===== src/rtl/fpcmp_pkg.sv =====
`timescale 1ns/1ps
package fpcmp_pkg;
  localparam int SP_EXP_W  = 8;
  localparam int SP_FRAC_W = 23;
  localparam int DP_EXP_W  = 11;
  localparam int DP_FRAC_W = 52;
  localparam int SP_W      = 1 + SP_EXP_W + SP_FRAC_W;
  localparam int DP_W      = 1 + DP_EXP_W + DP_FRAC_W;
  localparam int MAG_W     = DP_W - 1;
  localparam int KEY_W     = DP_W + 1;
  localparam int COND_W    = 3;
  localparam int N_OPND    = 2;

  typedef enum logic [COND_W-1:0] {
    REL_LT = 3'd0,
    REL_GT = 3'd1,
    REL_EQ = 3'd2,
    REL_LE = 3'd3,
    REL_GE = 3'd4,
    REL_NE = 3'd5
  } rel_e;

  typedef struct packed {
    logic             nan;
    logic             zero;
    logic [KEY_W-1:0] key;
  } fp_class_t;

  // Exponent all ones with a nonzero fraction
  function automatic logic is_nan_f(input logic [DP_W-1:0] bits, input logic dbl);
    if (dbl) return (&bits[DP_W-2 -: DP_EXP_W]) && (|bits[DP_FRAC_W-1:0]);
    else     return (&bits[SP_W-2 -: SP_EXP_W]) && (|bits[SP_FRAC_W-1:0]);
  endfunction

  function automatic logic sign_f(input logic [DP_W-1:0] bits, input logic dbl);
    return dbl ? bits[DP_W-1] : bits[SP_W-1];
  endfunction

  // Magnitude without sign, zero-extended to the double width
  function automatic logic [MAG_W-1:0] magnitude_f(input logic [DP_W-1:0] bits, input logic dbl);
    return dbl ? bits[MAG_W-1:0] : MAG_W'(bits[SP_W-2:0]);
  endfunction

  // Signed total-order key: both zeros map to 0
  function automatic logic [KEY_W-1:0] order_key_f(input logic [MAG_W-1:0] mag, input logic sgn);
    logic [KEY_W-1:0] k;
    k = {2'b00, mag};
    return sgn ? (~k + 1'b1) : k;
  endfunction

  function automatic logic rel_holds_f(input logic [COND_W-1:0] c, input logic lt,
                                       input logic eq, input logic gt);
    case (c)
      REL_LT:  return lt;
      REL_GT:  return gt;
      REL_EQ:  return eq;
      REL_LE:  return lt | eq;
      REL_GE:  return gt | eq;
      REL_NE:  return ~eq;
      default: return 1'b0;
    endcase
  endfunction

  function automatic logic cond_legal_f(input logic [COND_W-1:0] c);
    return c <= REL_NE;
  endfunction
endpackage


===== src/rtl/fpcmp_classify.sv =====
`timescale 1ns/1ps
module fpcmp_classify
  import fpcmp_pkg::*;
(
  input  logic [DP_W-1:0] raw,
  input  logic            dbl,
  output fp_class_t       cls
);
  logic [MAG_W-1:0] mag;
  logic             sgn;

  assign mag      = magnitude_f(raw, dbl);
  assign sgn      = sign_f(raw, dbl);
  assign cls.nan  = is_nan_f(raw, dbl);
  assign cls.zero = (mag == '0);
  assign cls.key  = order_key_f(mag, sgn);
endmodule


===== src/rtl/fpcmp_relate.sv =====
`timescale 1ns/1ps
module fpcmp_relate
  import fpcmp_pkg::*;
(
  input  fp_class_t a,
  input  fp_class_t b,
  output logic      lt,
  output logic      eq,
  output logic      gt,
  output logic      unord
);
  logic key_lt, key_eq;

  assign key_lt = $signed(a.key) < $signed(b.key);
  assign key_eq = (a.key == b.key);
  assign unord  = a.nan | b.nan;
  assign lt     = ~unord & key_lt;
  assign eq     = ~unord & key_eq;
  assign gt     = ~unord & ~key_lt & ~key_eq;
endmodule


===== src/rtl/fpcmp_status.sv =====
`timescale 1ns/1ps
module fpcmp_status
  import fpcmp_pkg::*;
(
  input  logic              clk,
  input  logic              rst_n,
  input  logic              valid,
  input  logic [COND_W-1:0] cond,
  input  logic              lt,
  input  logic              eq,
  input  logic              gt,
  output logic              cond_ok,
  output logic              rel_true,
  output logic              flag,
  output logic              done
);
  assign cond_ok  = cond_legal_f(cond);
  assign rel_true = rel_holds_f(cond, lt, eq, gt);

  always_ff @(posedge clk or negedge rst_n) begin
    if (!rst_n) begin
      flag <= 1'b0;
      done <= 1'b0;
    end else begin
      done <= valid;
      if (valid && cond_ok) flag <= rel_true;
    end
  end
endmodule


===== src/rtl/fp_cmp_unit.sv =====
`timescale 1ns/1ps
module fp_cmp_unit
  import fpcmp_pkg::*;
(
  input  logic              clk,
  input  logic              rst_n,
  input  logic [DP_W-1:0]   op_a,
  input  logic [DP_W-1:0]   op_b,
  input  logic              dbl_sel,
  input  logic [COND_W-1:0] cond,
  input  logic              valid,
  output logic              flag,
  output logic              done
);
  logic [DP_W-1:0] opnd [N_OPND];
  fp_class_t       cls  [N_OPND];

  // Named internal events, observed by the checker
  logic cmp_lt, cmp_eq, cmp_gt, cmp_unord;
  logic zero_a, zero_b;
  logic cond_ok, rel_true;

  assign opnd[0] = op_a;
  assign opnd[1] = op_b;

  for (genvar i = 0; i < N_OPND; i++) begin : g_cls
    fpcmp_classify u_cls (
      .raw (opnd[i]),
      .dbl (dbl_sel),
      .cls (cls[i])
    );
  end

  assign zero_a = cls[0].zero;
  assign zero_b = cls[1].zero;

  fpcmp_relate u_rel (
    .a     (cls[0]),
    .b     (cls[1]),
    .lt    (cmp_lt),
    .eq    (cmp_eq),
    .gt    (cmp_gt),
    .unord (cmp_unord)
  );

  fpcmp_status u_stat (
    .clk      (clk),
    .rst_n    (rst_n),
    .valid    (valid),
    .cond     (cond),
    .lt       (cmp_lt),
    .eq       (cmp_eq),
    .gt       (cmp_gt),
    .cond_ok  (cond_ok),
    .rel_true (rel_true),
    .flag     (flag),
    .done     (done)
  );
endmodule


===== config.mk =====
export PLATFORM = sky130hd
export DESIGN_NAME = fp_cmp_unit
export DESIGN_NICKNAME = d
export VERILOG_FILES = /design/src/rtl/fpcmp_pkg.sv /design/src/rtl/fpcmp_classify.sv /design/src/rtl/fpcmp_relate.sv /design/src/rtl/fpcmp_status.sv /design/src/rtl/fp_cmp_unit.sv
export SDC_FILE = /design/constraint.sdc
export NUM_CORES = 1
export LEC_CHECK = 0
export BUFFER_PORTS_ARGS = -buffer_cell sky130_fd_sc_hd__buf_2
export CORE_MARGIN = 2
export CORE_UTILIZATION = 40
export CTS_CLUSTER_SIZE = 28
export DETAILED_ROUTE_END_ITERATION = 12
export GPL_ROUTABILITY_DRIVEN = 0
export PLACE_DENSITY = 0.6
export SYNTH_ARGS = -nofsm -noshare
export SYNTH_HDL_FRONTEND = slang
export SYNTH_SLANG_ARGS = --single-unit

===== constraint.sdc =====
create_clock -name clk -period 1.2 [get_ports clk]
set_input_delay 0.06 -clock clk [delete_from_list [all_inputs] [get_ports clk]]
set_output_delay 0.06 -clock clk [all_outputs]
set_load 0.005 [all_outputs]

# After elaboration in Yosys (flattened, before gate mapping)

Index checks and enable logic that the tools add are counted.

Register bits after elaboration: 2
Bits of input ports: 135

Add/sub/neg operators: 2
Order comparisons: 2
Equality and inequality tests: 6
Mux-type cells: 9
Bitwise operators: 13
Reductions and logical operators: 14

Operators by type and width:

| cell                  | number |
|---|---|
| $add 65x1->65 const B | 2 |
| $mux 65               | 2 |
| $not 63->65           | 2 |
| $mux 63               | 2 |
| $reduce_or 52->1      | 2 |
| $eq 65x65->1          | 1 |
| $lt 65x65->1          | 1 |
| $reduce_or 23->1      | 2 |
| $reduce_and 11->1     | 2 |
| $reduce_and 8->1      | 2 |
| $eq 3x2->1 const B    | 2 |
| $eq 3x3->1 const B    | 2 |
| $pmux 1 s6            | 1 |
| $logic_and 1x1->1     | 5 |
| $and 1x1->1           | 4 |
| $mux 1                | 4 |
| $not 1->1             | 4 |
| $eq 3x1->1 const B    | 1 |
| $le 3x3->1 const B    | 1 |
| $logic_not 3->1       | 1 |
| $or 1x1->1            | 3 |

# Depth between registers and ports, before layout

Gate-level depths: netlist of run 1.

Depth in word-level cells: 10
Gate-level depth with buffers: 21
Mapped depth without buffers: 21

# Modules after synthesis

Synthesis of run 1 repeated with hierarchy kept, for this count alone.

Cells, all modules: 937
Area total of the unflattened synthesis: 6069.6 µm²

Modules (own cells, without submodules):

| module         | instances | cells an instance | area an instance (µm²) | seq. area each (µm²) |
|---|---|---|---|---|
| fpcmp_classify | 2         | 342               | 2107.0                 | 0.0 |
| fpcmp_relate   | 1         | 239               | 1720.4                 | 0.0 |
| fpcmp_status   | 1         | 14                | 135.1                  | 50.0 |

# Least setup slack after synthesis of run 1

OpenSTA, ideal clock, no wires.

Path type: input -> register
Start point: input op_a[15]
End point: register u_stat.flag
Data arrival time: 3783 ps
Data required time: 1071 ps
Slack: -2712 ps
Cell stages on the path: 19
Path buffers: 1
Cells stage by stage: or4_4 nor4b_4 nand4_1 nor2_2 and2_1 buf_4 nor2_1 nor2_1 a21oi_1 ha_1 nand4_1 nor2_1 a221o_1 a211o_1 a211oi_1 o21ai_0 and4_1 o31ai_1 o21ai_1

Longest elaborated chain between the ends: 10
Elaborated cells on any way between the ends: 23
Classes of those cells: add/sub (1); order compare (1); eq/ne (1); mux (4); bitwise (12); reduce/logical (4)

RTL lines:

| item                      | line               | text |
|---|---|---|
| start, declared           | fp_cmp_unit.sv:7   | `input logic [DP_W-1:0] op_a,` |
| $mux 63                   | fpcmp_pkg.sv:41    | `return dbl ? bits[MAG_W-1:0] : MAG_W'(bits[SP_W-2:0]);` |
| $not 63->65               | fpcmp_pkg.sv:48    | `return sgn ? (~k + 1'b1) : k;` |
| $add 65x1->65             | fpcmp_pkg.sv:48    |  |
| $mux 65                   | fpcmp_pkg.sv:48    |  |
| $lt 65x65->1              | fpcmp_relate.sv:14 | `assign key_lt = $signed(a.key) < $signed(b.key);` |
| $not 1->1                 | fpcmp_relate.sv:19 | `assign gt = ~unord & ~key_lt & ~key_eq;` |
| $and 1x1->1 (2 in series) | fpcmp_relate.sv:19 |  |
| $or 1x1->1                | fpcmp_pkg.sv:58    | `REL_GE: return gt \| eq;` |
| $pmux 1 s6 (*)            | fpcmp_pkg.sv:53    | `case (c)` |
| end signal, assigned      | fpcmp_status.sv:26 | `if (valid && cond_ok) flag <= rel_true;` |
| end, declared             | fpcmp_status.sv:14 | `output logic flag,` |

Mark *: on every way between the ends. The rest lies on a longest branch, timed or not.
A chain may end at the register's enable or synchronous reset.

# Final worst setup path of run 1

Same ends and word-level chain as after synthesis.

==> summary.txt, run 1 <==
Logic synthesis
  • Post-synth EDFFs: 0
  • Share of synthesized registers carrying an async set or reset: 100%
  • YS warnings: 0
  • #FFs+latches synth: 2
  • Area leader, netlist: ha_1
  • Syn Std Cell Area: 5360 um2
  • Largest cells by area after synthesis: ha_1 (16%), xnor2_1 (8.0%), a21oi_1 (7.7%), xor2_1 (6.9%), nand2_1 (6.8%)
  • Primary FF master, synth: dfrtp_1
  • Register area share after synthesis: 0.933%
  • Mean Syn Cell Area: 6.56 um2
  • Mapped Cells: 818
  • Synth cell types: 76
  • Yosys top cell area share: 15.6%
  • Synthesized Nets: 1020
  • Synth cell count leaders: nand2_1 (97), a21oi_1 (82), nor2_1 (70)
  • Count leader, synth: nand2_1

STA
  • Final Setup Violations: 1
  • Slew Limit Fails: 0
  • Final min period: 3.98 ns
  • Setup TNS Final: -2.78 ns
  • Hold Vio Cnt, Final: 0
  • Setup ws final: -2.78 ns
  • Slew @ Worst Pin: 0.615 ns
  • Relative slew slack: 58.9%
  • Setup Skew: 0 ns
  • Fmax: 251 MHz
  • RSZ-0062 raised after global routing: true
  • Post-route clock period utilization: 331%

Floorplan
  • Initial Util: 40.7%
  • Placeable Area: 13200 um2
  • Rows: 42
  • Die area: 14300 um2
  • Die X: 120 um
  • Die height: 120 um
  • I/O pin total: 137

Power
  • Maximum vdd drop: 0.421 mV
  • PwrDens: 482 nW/um2
  • Leakage: 4.12 nW

Clocking
  • H-tree levels: 1
  • CTS tree: built
  • Reg clk slew, reported paths: 0.03 ns
  • CTS Buf Count: 3
  • Root Driver: clkbuf_16
  • Clk_lat worst skew: 0.22 ns
  • Clock Path Buffers: 2
  • Sink Count: 2

Global route
  • Vias in the first global route: 7298
  • Grt total ovfl: 0
  • All-Layer GR Usage: 29.7%
  • First-pass GRT wire length: 34.9 mm
  • Largest net degree at the start of global routing: 37
  • Antenna violations before repair: 2

Critical path
  • Reg-to-Reg Start: u_stat.flag
  • Crit. End Element: flop
  • Worst r2r dst: u_stat.flag
  • Worst Path Required: 1.30 ns
  • Worst reg-to-reg setup slack: 0.37 ns
  • Slowest stage delay, CP: 0.55 ns
  • CP Cell Sequence: buf_6, or4_4, or4b_4, nor2_4, nand3_2, o221a_4, a21o_1, nor2_2, xor2_1, ha_1, nand4_1, nor4_2, nand3_1, nor3_2, nand4_1, mux2i_1, o21ai_1, o31ai_1, o21ai_1
  • Slowest-stage cell, CP: or4_4
  • Critical path class: input port to flop
  • Critical Path Fanout Max: 3
  • Arrival @ worst endpoint: 4.07 ns
  • Crit path launch type: input port
  • Reg2Reg Depth: 3

Hold path
  • Min-delay src: cond[0]
  • Hold path cells: 3
  • Worst Hold Endpoint: u_stat.flag
  • Hold WC Path Type: input port to flop

Detailed routing
  • DR vias/cell: 5.62
  • Antenna Nets Post-Route: 0
  • DRC: 0
  • Drt initial violations: 616
  • 1st-pass router iterations: 5
  • Vias: 7977
  • Drt wl/cell: 15.4 um
  • Final Routed Wirelength: 21.8 mm

Final layout
  • Final net count: 1447
  • Layout Area Growth over Synthesis: 63.7%
  • Share of layout cells above drive strength 1: 40.6%
  • Final instance area: 8780 um2

Placed design
  • Hpwl dp: 18.9 mm
  • Port Buffers: 136
  • Area post-placement: 8570 um2

Run
  • Max Cap Violations: 0

Run status
  • Status: finished, violations left
  • Failing checks: negative setup slack
-- timing repair --
| item | 4_1_cts | 5_1_grt |
|---|---|---|
| gates resized for setup | 13 | 6 |
| setup endpoints to repair | 1 | 1 |
| setup buffers | 2 | 1 |
| endpoints found under the hold margin | 3 | 0 |
| pin swaps | 2 | 2 |
| hold buffers | 2 | 0 |
-- flip-flops by register name, indices dropped and copies added, names as in the netlist --
register     count
u_stat.done      1
u_stat.flag      1
-- metrics by stage --
stage | setup slack (ns) | hold slack [ns] | total power [mW] | utilization, % | cells
global placement | -3.04 | -0.148 | 3.56 | 64.9 | 1411
global route | -3.08 | 0.123 | 4.64 | 66.5 | 1419
floorplan | -2.62 | -0.236 | 1.90 | - | 818
CTS | -2.74 | 0.0986 | 4.20 | 66.2 | 1418
finish | -2.78 | 0.100 | 4.23 | 66.5 | 1420
detailed placement | -3.08 | -0.148 | 3.63 | 64.9 | 1411
-- worst max path at each step --
stage | cells past startpoint | endpoint | start
finish | 19 | u_stat.flag | op_a[15]
detailed placement | 21 | u_stat.flag | op_b[7]
global placement | 19 | u_stat.flag | op_a[15]
floorplan | 17 | u_stat.flag | op_a[15]
CTS | 21 | u_stat.flag | op_b[13]
global route | 21 | u_stat.flag | op_a[15]
-- placed cells by master, fill, tap and decap left out, types with 4 or more instances in the layout --
master and n:
buf_4 314, nor3_2 4, nand2b_1 10, o21ai_0 48
nor4_1 14, a311oi_1 5, o31ai_1 16, nor2_1 68
ha_1 67, a21o_1 9, or3_1 15, or4_1 7
a211oi_1 5, nor3_1 27, and2_1 5, or4_4 7
o22ai_1 5, inv_1 17, xnor2_1 49, xor2_1 42
a31oi_1 16, mux2i_1 4, nand4_1 24, nand3_1 19
buf_2 135, o41ai_1 14, nand2_1 97, o21bai_1 4
a21oi_1 80, and3_1 5, nor2_2 5, o21ai_1 15
o31a_1 4, nand3b_1 4, o21a_1 4
-- where the power goes --
group | total, mW | leakage [nW] | switching [mW] | internal, mW
clock | 0.503 | 0.0370 | 0.0788 | 0.424
sequential | 0.0822 | 0.0227 | 0.00545 | 0.0767
combinational | 3.64 | 4.07 | 1.83 | 1.82
total | 4.23 | 4.12 | 1.91 | 2.32
-- routing by layer --
layer  track usage (%)  vias to the layer above  wire length [um]
li1                  -                     3969                 -
met1              41.2                     3661             10000
met2              49.2                      299              9750
met3              2.71                       46              1390
met4              7.50                        2               656
met5                 0                        -                12
-- kinds of logic (layout without fill, tap and decap cells) --
family / Yosys count / count (layout) / share of synthesized area [%]
adder cells (fa/ha/maj): 67 / 67 / 15.6
flip-flops: 2 / 2 / 0.933
buffers and inverters: 50 / 475 / 3.62
XOR/XNOR: 91 / 91 / 14.9
multiplexers: 6 / 6 / 1.17
AND/OR/NAND/NOR: 343 / 343 / 33.4
AO/OA/AOI/OAI: 259 / 259 / 30.4
other: 0 / 1 / 0
-- area by class of cell --
cell class	instances	area, um2
antenna	1	2.50
tap	176	220
fill	1264	4410
inverter	17	63.8
timing repair buffer	455	3120
multi-input combinational	766	5240
sequential	2	50.0
clock buffer	3	75.1
-- worst max-delay path: cells and delay by family --
family | cells | cell delay (ns)
and+or+nand+nor | 10 | 2.45
AOI/OAI and AO/OA | 5 | 0.87
xor gates and xnor gates | 1 | 0.22
adders and majority gates | 1 | 0.20
muxes | 1 | 0.18
buffers and inverters | 1 | 0.09
(Power assumes the default switching activity.)
==> inputs of run 2 (changes only) <==
==> constraint.sdc (replaced) <==
create_clock -name clk -period 4.9 [get_ports clk]
set_input_delay 0.245 -clock clk [delete_from_list [all_inputs] [get_ports clk]]
set_output_delay 0.245 -clock clk [all_outputs]
set_load 0.005 [all_outputs]
==> run 2 against run 1 <==
Compared with the run above:
- the run now ends clean
- sequential share of layout area increased by 0.20 points
- clock skew unchanged
- clock power decreased by 75%
- largest power group unchanged
- first-iteration DRC count decreased by 2.6%
- highest routed layer unchanged
==> summary.txt, run 2 (synthesized netlist as in run 1, its figures left out) <==
Run status
  • Status: complete, no violations

Critical path
  • Crit. End Element: flop
  • CP delay by family, top: compound AO/OA/AOI/OAI gates
  • CP Cell Sequence: buf_2, or4_1, or4_1, nor2_2, nand3_1, o221a_2, a21o_1, xnor2_1, ha_1, nand4_1, nor2_1, a221o_1, a211o_1, a211oi_1, o21ai_0, and4_1, o31ai_1, o21ai_1
  • Crit path launch type: input port
  • Slowest stage delay, CP: 0.58 ns (+0.03 ns)
  • Critical Path Fanout Max: 4 (+1)
  • Most common cell type on the critical path: or4_1
  • WP buf/inv: 1 (unchanged)
  • Worst Path Required: 4.99 ns (+3.69 ns)
  • Arrival @ worst endpoint: 4.56 ns (+0.49 ns)
  • Slowest-stage cell, CP: or4_1
  • Critical path class: input port to flop

Placed design
  • Port Buffers: 136 (unchanged)
  • Hpwl dp: 16.0 mm (-15%)
  • Area post-placement: 6400 um2 (-25%)
  • Placement Setup Slack: 0.206 ns (+3.29 ns)

Global route
  • Largest net degree at the start of global routing: 52 (+41%)
  • Most crowded layer after global routing: met2
  • Met3 track utilization from global routing: 3.18% (+0.48 points)
  • Antenna violations before repair: 3 (+1)
  • Grt total ovfl: 0 (unchanged)
  • Grt met1 use: 38.2% (-3.0 points)
  • First-pass GRT wire length: 31.1 mm (-11%)
  • Vias in the first global route: 6149 (-16%)
  • All-Layer GR Usage: 26.5% (-3.2 points)
  • Met2 global-route usage: 42.1% (-7.1 points)

Floorplan
  • Die X: 120 um (unchanged)
  • Die height: 120 um (unchanged)
  • Die area: 14300 um2 (unchanged)
  • I/O pin total: 137 (unchanged)
  • Initial Util: 40.7% (unchanged)
  • Rows: 42 (unchanged)
  • Placeable Area: 13200 um2 (unchanged)

Detailed routing
  • Vias: 6831 (-14%)
  • Antenna Nets Post-Route: 0 (unchanged)
  • Drt initial violations: 600 (-2.6%)
  • DRC: 0 (unchanged)
  • DR vias/cell: 6.01 (+6.9%)
  • Final Routed Wirelength: 19.4 mm (-11%)
  • 1st-pass router iterations: 8 (+3)
  • Drt wl/cell: 17.1 um (+11%)

Power
  • Tot Pwr: 0.835 mW (-80%)
  • Leakage: 2.72 nW (-34%)
  • Internal: 0.413 mW (-82%)
  • PwrDens: 128 nW/um2 (-73%)
  • NetSw: 0.422 mW (-78%)
  • Clock power frac: 14.8% (+2.9 points)
  • Maximum vdd drop: 0.0967 mV (-77%)
  • Sequential power share: 2.4% (+0.5 points)
  • Comb pwr share: 82.8% (-3.4 points)
  • Switching part of the total: 50.6% (+5.3 points)

Final layout
  • Final net count: 1163 (-20%)
  • Final Util: 49.3% (-17 points)
  • Filler Cells Inserted: 1414 (+12%)
  • Share of layout cells above drive strength 1: 21.5% (-19 points)
  • Commonest cells after routing, fill and taps aside: buf_2 (136), nand2_1 (97), a21oi_1 (81)
  • Most common cell after layout, fill and taps aside: buf_2
  • Layout Area Growth over Synthesis: 21.3%
  • Largest regs: u_stat.done: 1 flops, u_stat.flag: 1 flops
  • Final instance area: 6500 um2 (-26%)

Hold path
  • Hold WC Path Type: input port to flop

STA
  • Slew Limit Fails: 0 (unchanged)
  • Hold Vio Cnt, Final: 0 (unchanged)
  • Setup TNS Final: 0 ns (+2.78 ns)
  • RSZ-0062 raised after global routing: false
  • Setup ws final: 0.433 ns (+3.21 ns)
  • Final min period: 4.47 ns
  • Relative slew slack: 46.6% (-12 points)
  • Post-route clock period utilization: 91.2%
  • Fmax: 224 MHz
  • Final Setup Violations: 0 (-1)
  • Slew @ Worst Pin: 0.798 ns (+0.183 ns)
  • Setup Skew: 0 ns (unchanged)

Clocking
  • Clock Path Buffers: 2 (unchanged)
  • CTS tree: built
  • Reg clk slew, reported paths: 0.03 ns (about the same)
  • Post-CTS setup buffer count: 0 (-2)
  • CTS Buf Count: 3 (unchanged)
  • Clk_lat worst skew: 0.22 ns (about the same)
  • H-tree levels: 1 (unchanged)
  • Sink Count: 2 (unchanged)
  • Root Driver: clkbuf_16

Run
  • Max Cap Violations: 0 (unchanged)
## run 2: cell types whose count changed in the layout (fill, tap and decap cells not counted), sizes merged
| cell | delta |
|---|---|
| buf | -283 |
| diode | +1 |
| dlygate4sd3 | -1 |
## run 2: through the flow
step | cells | hold slack (ns)
after floorplan | 818 | -0.0506
after global placement | 1131 | 0.0384
after detailed placement | 1131 | 0.0369
after CTS | 1135 | 0.167
after global routing | 1136 | 0.174
final | 1137 | 0.177
## run 2: power by group through the flow
| stage | sequential, mW | combinational [mW] | clock [mW] |
|---|---|---|---|
| global placement | 0.0204 | 0.678 | 0 |
| finish | 0.0198 | 0.692 | 0.124 |
| global route | 0.0200 | 0.778 | 0.127 |
| CTS | 0.0199 | 0.685 | 0.127 |
| detailed placement | 0.0199 | 0.679 | 0 |
| floorplan | 0.0202 | 0.443 | 0 |
## run 2: worst register-to-register path, cell delays in order (launching register included)
cell     delay [ns]
dfrtp_1        0.37
a21o_1         0.17
o31ai_1        0.06
o21ai_1        0.10
## run 2: timing repair
item,CTS,global route
gates resized for setup,0,4
hold buffers,1,0
hold endpoints to repair,2,0
endpoints found under the setup margin,0,1
## run 2: area by class of cell
type,instances,area [um2],area share [%]
antenna,2,5.00,0.0770
clock buffer,3,75.1,1.15
inverter,17,63.8,0.981
multi-input combinational,766,5140,79.1
sequential,2,50.0,0.770
tap,176,220,3.39
timing repair buffer,171,946,14.5
## run 2: final timing paths
path                        startpoint     endpoint  slack, ns  depth (start not counted)
max                            op_a[7]  u_stat.flag       0.43                         18
min                              valid  u_stat.done       0.18                          1
max reg2reg                u_stat.flag  u_stat.flag       4.08                          3
min reg2reg                u_stat.flag  u_stat.flag       0.63                          3
max in group asynchronous        rst_n  u_stat.done       4.47                          2
min in group asynchronous        rst_n  u_stat.flag       0.34                          2
## run 2: metal layers
| metal | vias up | share of wire [%] |
|---|---|---|
| li1 | 3395 | - |
| met1 | 3131 | 47 |
| met2 | 270 | 44 |
| met3 | 33 | 6.9 |
| met4 | 2 | 2.0 |
| met5 | - | 0.067 |
==> inputs of run 3 (changes only) <==
--- a/config.mk
+++ b/config.mk
@@ -15,3 +15,4 @@
 export SYNTH_ARGS = -nofsm -noshare
 export SYNTH_HDL_FRONTEND = slang
 export SYNTH_SLANG_ARGS = --single-unit
+export TNS_END_PERCENT = 100
==> constraint.sdc (replaced) <==
create_clock -name clk -period 4.9 [get_ports clk]
set_input_delay 0.735 -clock clk [delete_from_list [all_inputs] [get_ports clk]]
set_output_delay 0.735 -clock clk [all_outputs]
set_load 0.005 [all_outputs]
==> run 3 against run 2 <==
Compared with the run above:
- core utilization increased by 7.7 points
- power increased by 10%
- final cell count increased by 10%
- clock power about the same
- flip-flop and latch count unchanged
- via count increased by 6.4%
- first-iteration DRC count decreased by 1.8%
- critical path depth increased by 3
- global-route usage increased by 1.5 points
- worst hold slack improved by 0.12 ns
- critical endpoint unchanged
- final area increased by 16%
- register-to-register slack got worse by 0.06 ns
==> summary.txt, run 3 (synthesized netlist as in run 1, its figures left out) <==
Run status
  • Status: complete, no violations

Critical path
  • Crit path launch type: input port
  • Worst r2r dst: u_stat.flag
  • Arrival @ worst endpoint: 4.95 ns (+0.39 ns)
  • Critical path class: input port to flop
  • Critical Path Fanout Max: 3 (-1)
  • Worst reg-to-reg setup slack: 4.02 ns (-0.06 ns)
  • Setup crit end: u_stat.flag
  • Crit path launch: op_b[7]
  • Reg2Reg Depth: 3 (unchanged)
  • Reg-to-Reg Start: u_stat.flag
  • Crit. End Element: flop
  • Worst Path Required: 4.99 ns (about the same)

STA
  • Relative slew slack: 51.4% (+4.7 points)
  • RSZ-0062 raised after global routing: true
  • Slew Limit Fails: 0 (unchanged)
  • Worst hold slack: 0.301 ns (+0.124 ns)
  • Setup Skew: 0 ns (unchanged)
  • Final min period: 4.86 ns (+0.395 ns)
  • Final Setup Violations: 0 (unchanged)
  • Slew @ Worst Pin: 0.720 ns (-0.0775 ns)
  • Post-route clock period utilization: 99.2% (+8.1 points)
  • Hold Vio Cnt, Final: 0 (unchanged)
  • Fmax: 206 MHz (-8.1%)

Floorplan
  • I/O pin total: 137 (unchanged)
  • Initial Util: 40.7% (unchanged)
  • Die height: 120 um (unchanged)
  • Placeable Area: 13200 um2 (unchanged)
  • Rows: 42 (unchanged)
  • Die X: 120 um (unchanged)
  • Die area: 14300 um2 (unchanged)

Global route
  • Vias in the first global route: 6728 (+9.4%)
  • Grt total ovfl: 0 (unchanged)
  • Met2 global-route usage: 46.4% (+4.3 points)
  • Most crowded layer after global routing: met2
  • Met3 track utilization from global routing: 3.61% (+0.43 points)
  • Largest net degree at the start of global routing: 38 (-27%)
  • First-pass GRT wire length: 32.9 mm (+5.8%)
  • Antenna violations before repair: 3 (unchanged)
  • All-Layer GR Usage: 27.9% (+1.5 points)
  • Grt met1 use: 38.8% (+0.54 points)

Final layout
  • Layout Area Growth over Synthesis: 40.1%
  • Commonest cells after routing, fill and taps aside: buf_4 (149), buf_2 (136), nand2_1 (97)
  • Share of layout cells above drive strength 1: 31.3% (+9.8 points)
  • Filler Cells Inserted: 1390 (-1.7%)
  • Layout Cells excl Fill: 1253 (+10%)
  • Most common cell after layout, fill and taps aside: buf_4
  • Final net count: 1280 (+10%)
  • Final Util: 57.0% (+7.7 points)
  • Largest regs: u_stat.done: 1 flops, u_stat.flag: 1 flops

Detailed routing
  • Drt initial violations: 589 (-1.8%)
  • Final Routed Wirelength: 20.6 mm (+5.9%)
  • Antenna Nets Post-Route: 0 (unchanged)
  • 1st-pass router iterations: 5 (-3)
  • Vias: 7268 (+6.4%)
  • DR vias/cell: 5.80 (-3.5%)
  • DRC: 0 (unchanged)
  • Drt wl/cell: 16.4 um (-3.9%)

Clocking
  • H-tree levels: 1 (unchanged)
  • CTS tree: built
  • Hold Buf Count CTS: 0 (-1)
  • CTS Buf Count: 3 (unchanged)
  • Clk_lat worst skew: 0.22 ns (about the same)
  • Reg clk slew, reported paths: 0.03 ns (about the same)
  • Root Driver: clkbuf_16
  • Clock Path Buffers: 2 (unchanged)
  • Sink Count: 2 (unchanged)

Power
  • Maximum vdd drop: 0.155 mV (+61%)
  • Tot Pwr: 0.919 mW (+10%)
  • PwrDens: 122 nW/um2 (-4.9%)
  • Leakage: 3.31 nW (+22%)

Placed design
  • Placed cells: 1243 (+9.9%)
  • Port Buffers: 136 (unchanged)
  • Hpwl dp: 17.2 mm (+7.3%)

Hold path
  • Hold WC Path Type: input port to async pin

Run
  • Max Cap Violations: 0 (unchanged)
==> run 3: changes by cell type in the layout (fill, tap and decap cells not counted), sizes merged <==
cell	previous run	this run
buf	170	288
dlygate4sd3	1	0
diode	2	1
==> run 3: power by group <==
group / total [mW] / switching [mW] / internal (mW)
clock network: 0.122 / 0.0180 / 0.104
logic: 0.777 / 0.425 / 0.351
registers: 0.0201 / 0.00134 / 0.0188
==> run 3: how the worst min path moves through the flow <==
stage          depth (start not counted)           to  start
3_5_place_dp                           1  u_stat.flag  rst_n
4_1_cts                                1  u_stat.flag  rst_n
2_1_floorplan                          0  u_stat.done  rst_n
3_3_place_gp                           1  u_stat.done  rst_n
5_1_grt                                1  u_stat.flag  rst_n
6_report                               1  u_stat.flag  rst_n
==> run 3: layout make-up <==
class,count,area [um2],area share (%)
Tap cell,176,220,2.93
Sequential cell,2,50.0,0.666
Inverter,17,63.8,0.849
Clock buffer,3,75.1,0.999
Multi-Input combinational cell,766,5240,69.8
Timing Repair Buffer,288,1860,24.7
Antenna cell,1,2.50,0.0333
==> run 3: what timing repair did <==
item,in CTS,in global routing
pin swaps,0,5
setup buffers,0,6
resized for setup,2,23
endpoints found under the setup margin,1,1
cloned,0,0
==> run 3: worst max-delay path: stages <==
cell	delay (ns)
buf_2	0.10
or4_1	0.57
nor4_2	0.21
buf_4	0.18
and3_1	0.19
and2_1	0.24
a21oi_1	0.16
buf_4	0.17
nand3b_1	0.14
o21ai_0	0.09
a22oi_1	0.11
ha_1	0.31
nand4_1	0.11
nor2_1	0.06
a221o_1	0.31
a211o_1	0.28
a211oi_1	0.29
o21ai_2	0.14
and4_1	0.18
o31ai_1	0.26
o21ai_1	0.12
==> run 3: through the flow <==
stage	setup TNS (ns)	area (um2)	setup slack, ns
after global placement	-0.110	7280	-0.110
after floorplan	0	5360	0.313
after CTS	0	7360	0.0206
after global routing	-0.0922	7510	-0.0922
after detailed placement	-0.242	7280	-0.242
final	0	7510	0.0383
==> run 3: per-layer routing <==
metal,wire (um),up-vias,share of wire [%]
met5,8,-,0.039
met4,498,2,2.4
met3,1620,34,7.9
met2,9250,292,45
met1,9210,3311,45
li1,-,3629,-
